===== src/rtl/irq_front_end.sv =====
module irq_front_end #(
  parameter int LOW_MIN = 2
) (
  input  logic       clk,
  input  logic       rst_n,
  input  logic       mreq_i,
  input  logic       nmi_i,
  input  logic       int_en_i,
  input  logic       take_i,
  input  logic       nmi_clr_i,
  output logic       pending_o,
  output logic [1:0] cause_o,
  output logic       ack_n_o
);
  localparam int LW = $clog2(LOW_MIN + 1);
  localparam logic [1:0] C_NONE = 2'b00;
  localparam logic [1:0] C_NMI  = 2'b01;
  localparam logic [1:0] C_MASK = 2'b10;
  localparam logic [LW-1:0] LOW_SAT = LW'(LOW_MIN);

  logic [1:0]    m_sy, n_sy;
  logic [LW-1:0] low_run;
  logic          nmi_lat;

  wire nmi_edge = n_sy[1] && (low_run >= LOW_SAT);
  wire m_qual   = m_sy[1] && int_en_i;
  wire accept   = take_i && m_qual && !nmi_lat && ack_n_o;

  always_ff @(posedge clk or negedge rst_n) begin
    if (!rst_n) begin
      m_sy    <= '0;
      n_sy    <= '0;
      low_run <= '0;
      nmi_lat <= 1'b0;
      ack_n_o <= 1'b1;
    end else begin
      m_sy    <= {m_sy[0], mreq_i};
      n_sy    <= {n_sy[0], nmi_i};
      low_run <= n_sy[1] ? '0 : ((low_run == LOW_SAT) ? low_run : low_run + 1'b1);
      nmi_lat <= nmi_edge || (nmi_lat && !nmi_clr_i);
      ack_n_o <= !accept;
    end
  end

  assign cause_o   = nmi_lat ? C_NMI : (m_qual ? C_MASK : C_NONE);
  assign pending_o = nmi_lat || m_qual;

  assert_pending_code_R1: assert property (@(posedge clk) disable iff (!rst_n)
    pending_o == (cause_o != C_NONE));

  assert_mask_gated_R5: assert property (@(posedge clk) disable iff (!rst_n)
    !int_en_i |-> cause_o != C_MASK);

  assert_nmi_sticky_R6: assert property (@(posedge clk) disable iff (!rst_n)
    (cause_o == C_NMI && !nmi_clr_i) |=> cause_o == C_NMI);

  assert_ack_width_R8: assert property (@(posedge clk) disable iff (!rst_n)
    !ack_n_o |=> ack_n_o);

  assert_ack_cause_R8: assert property (@(posedge clk) disable iff (!rst_n)
    $fell(ack_n_o) |-> ($past(take_i) && $past(cause_o) == C_MASK));

  assert_no_ack_nmi_R7: assert property (@(posedge clk) disable iff (!rst_n)
    (cause_o == C_NMI) |=> ack_n_o);
endmodule


===== config.mk =====
export PLATFORM = sky130hd
export DESIGN_NAME = irq_front_end
export DESIGN_NICKNAME = d
export VERILOG_FILES = /design/src/rtl/irq_front_end.sv
export SDC_FILE = /design/constraint.sdc
export NUM_CORES = 1
export LEC_CHECK = 0
export ABC_AREA = 1
export ABC_CLOCK_PERIOD_IN_PS = 960
export BUFFER_PORTS_ARGS = -buffer_cell sky130_fd_sc_hd__buf_4
export CORE_AREA = 4 4 41 43
export CTS_CLUSTER_DIAMETER = 120
export DETAILED_ROUTE_END_ITERATION = 8
export DIE_AREA = 0 0 45 47
export GPL_ROUTABILITY_DRIVEN = 0
export GPL_TIMING_DRIVEN = 0
export PLACE_DENSITY_LB_ADDON = 0.08
export SYNTH_ARGS = -nofsm -noshare
export SYNTH_HDL_FRONTEND = slang
export SYNTH_SLANG_ARGS = --single-unit

===== constraint.sdc =====
create_clock -name clk -period 0.96 [get_ports clk]
set_clock_uncertainty 0.05 [all_clocks]
set_input_delay 0.096 -clock clk [delete_from_list [all_inputs] [get_ports clk]]
set_output_delay 0.096 -clock clk [all_outputs]
set_load 0.005 [all_outputs]

==> impl_metrics.ini <==
[synth]
synth.area.top_cells = dfrtp_1 (57%), nand2_1 (11%), dfstp_2 (8.6%)
synth.lib_cells_used.distinct = 11
post_synth_most_frequent_cells = nand2_1 (9), dfrtp_1 (7), inv_1 (5), nand3_1 (2)
share_of_the_yosys_chip_area_belonging_to_registers = 0.657
netlist.top_cell.by_area = dfrtp_1
ys.flop_type = dfrtp_1
ys_ff_latch = 8
synth_area_um2 = 307
most_frequent_cell_after_synthesis = nand2_1
ys_async_sr_fraction = 1.00
synthesis.yosys.warnings = 0
synth_enable_flop_cells = 0
number_of_instances_in_the_synthesized_netlist = 30
synth_largest_type_area_fraction = 0.571
synthesis.area_per_instance_um2 = 10.2
synthesis.nets = 38

[worst_setup_path]
slowest_delay_ns = 0.42
worst_ep_arrival_time_ns = 0.92
crit_path_end = pending_o
worst-setup-path-type = flop to output port
worst_setup_path_startpoint = nmi_lat
rr_startpoint = low_run[1]
reg2reg_setup_slack_ns = 0
cpLargestDelayFamily = flip-flops
cell_with_the_largest_stage_delay_on_the_worst_path = dfrtp_1
crit_path_end_kind = output port
worstSetupStartpointType = flop
timing.reg2reg.worst_path_depth = 4
required_ns = 0.81
crit_fanout = 4
timing.rr.end = low_run[1]
cp.buffers_inverters = 2
crit_chain = inv_1 -> nand2_1 -> buf_4
path_depth = 3

[clock_network]
clock_latency_ns = 0.26
cts-htree-levels = 1
cts_buffers = 3
clock_sink_total = 8
cts.path.max_buffers = 2
tritoncts = done
cts.reportedPaths.clkPinSlew_ns = 0.07
clock-root-buffer = clkbuf_4

[job]
maxCapViolCount = 0

[timing]
hold_viol_final = 0
timing.setup.tns_ns = -0.347
timing.fmax_ghz = 0.939
rsz0062_at_grt = yes
relSlewSlack = 0.892
final.setup.worst_slack_ns = -0.105
report.final.slew_viol_count = 0
setup-violations-final = 5
final_period_minus_worst_setup_slack_ns = 1.06
period_share = 1.11
timing_worst_slew_pin_value_ns = 0.162

[placement]
placed_cells = 55
dpl_worst_slack_ns = -0.0711
place.detailed.hpwl_um = 408
io_buffers = 10

[grt]
vias_in_the_first_global_route = 257
grt.total_usage = 0.0717
antenna_violations_before_repair = 0
remaining_overflow_grt = 0
grt_first_pass_wirelength_um = 972
maximum_number_of_pins_on_one_net_before_global_route_repair = 9

[pwr]
vdd.ir_drop.worst_mv = 0.700
powerDensity_nw_per_um2 = 2230
p_leak_nw = 0.270

[route]
avgRoutedWirePerCell_um = 8.94
ant_nets = 0
drc = 0
drt_first_pass_iters = 2
total_wire_length_um = 590
vias_after_detailed_routing = 252
vias_per_cell = 3.82
detail_route.iter0.violations = 1

[floorplanning]
io-pin-count = 11
fp.dieW_um = 45
placementRows = 13
die_height_um = 47
core_um2 = 1300
initial_cell_density_of_the_core = 0.236
full_die_area_um2 = 2120

[status]
failed_checks = setup timing
status = finished with violations

[final_layout]
fillCellCount = 147
area.growth.synth_to_final_pct = 69.4
nNetsFinal = 60
final_cells = 66
layout_cells_sized_above_1 = 0.451
number_of_inserted_diodes = 0

[min_path]
worst_min_delay_path_class = input pin to flop
[area by class of cell]
class,instances,area (um^2),area share
sequential,8,201,0.388
timing repair buffer,17,145,0.280
multi-input combinational,16,97.6,0.188
clock buffer,4,26.3,0.0506
inverter,5,18.8,0.0361
tap,15,18.8,0.0361
buffer,1,11.3,0.0217
[tightest hold or removal path, delay by kind of cell]
family	cells	cell delay (ns)
buffers and inverters	2	0.11
and+or+nand+nor	2	0.08
[cells by family (layout without fill, tap and decap cells)]
logic type,count (synthesis),after routing,share of synthesized area
AND/OR/NAND/NOR,14,14,0.200
buffers and inverters,6,27,0.0857
AO/OA/AOI/OAI,1,1,0.0163
flip-flops,8,8,0.657
adder cells (fa/ha/maj),1,1,0.0408
[worst min-delay path by stage]
stage	start	end	slack [ns]	cells past startpoint
after floorplan	rst_n	low_run[0]	-0.25	0
after global placement	rst_n	low_run[1]	-0.13	1
after detailed placement	rst_n	low_run[0]	-0.13	1
after CTS	nmi_clr_i	nmi_lat	0.005	4
after global routing	nmi_clr_i	nmi_lat	0.03	4
final	nmi_clr_i	nmi_lat	0.01	4
[sequential cells by signal, indices dropped and copies added, names as in the netlist]
signal	count
low_run	2
m_sy	2
n_sy	2
ack_n_o	1
nmi_lat	1
[cell usage in the layout (no fill, tap or decap)]
cell type      netlist  routed
buf_4                1      11
o21ai_2              0       1
inv_1                5       4
nand3b_1             1       1
clkbuf_1             0       1
ha_4                 0       1
dfrtp_1              7       7
nor2_2               1       2
nand3_1              2       2
clkbuf_4             0       3
inv_2                0       1
dlygate4sd3_1        0       4
buf_6                0       3
dfstp_2              1       1
nand2_1              9       9
[what timing repair did]
item                                    CTS  global route
hold buffers                              4             0
pin swaps                                 4             1
gates resized for setup                   7             2
buffers inserted                          3             0
endpoints found under the setup margin    7             7
endpoints found under the hold margin    11             0
gates cloned                              0             0
[per-layer routing]
| layer | part of all wire | routed length (um) | global-route usage | up-vias |
|---|---|---|---|---|
| li1 | - | - | - | 131 |
| met1 | 0.45 | 266 | 0.0791 | 111 |
| met2 | 0.44 | 260 | 0.0960 | 10 |
| met3 | 0.11 | 63 | 0.0383 | 0 |
| met4 | 0 | 0 | 0.0702 | 0 |
| met5 | 0 | 0 | 0 | - |
[power by group]
group / total [mW] / internal [mW] / switching [mW]
Combinational: 0.421 / 0.263 / 0.158
Clock: 0.279 / 0.159 / 0.120
Sequential: 0.456 / 0.401 / 0.0557
[through the flow]
stage | total power, mW | hold WS (ns) | area (um^2) | utilization
after floorplan | 0.595 | -0.250 | 307 | -
after global placement | 0.696 | -0.132 | 400 | 0.308
after detailed placement | 0.714 | -0.129 | 400 | 0.308
after CTS | 1.15 | 0.00453 | 513 | 0.394
after global routing | 1.24 | 0.0274 | 519 | 0.399
final | 1.16 | 0.0109 | 519 | 0.399
Power figures use the tool's default switching activity.
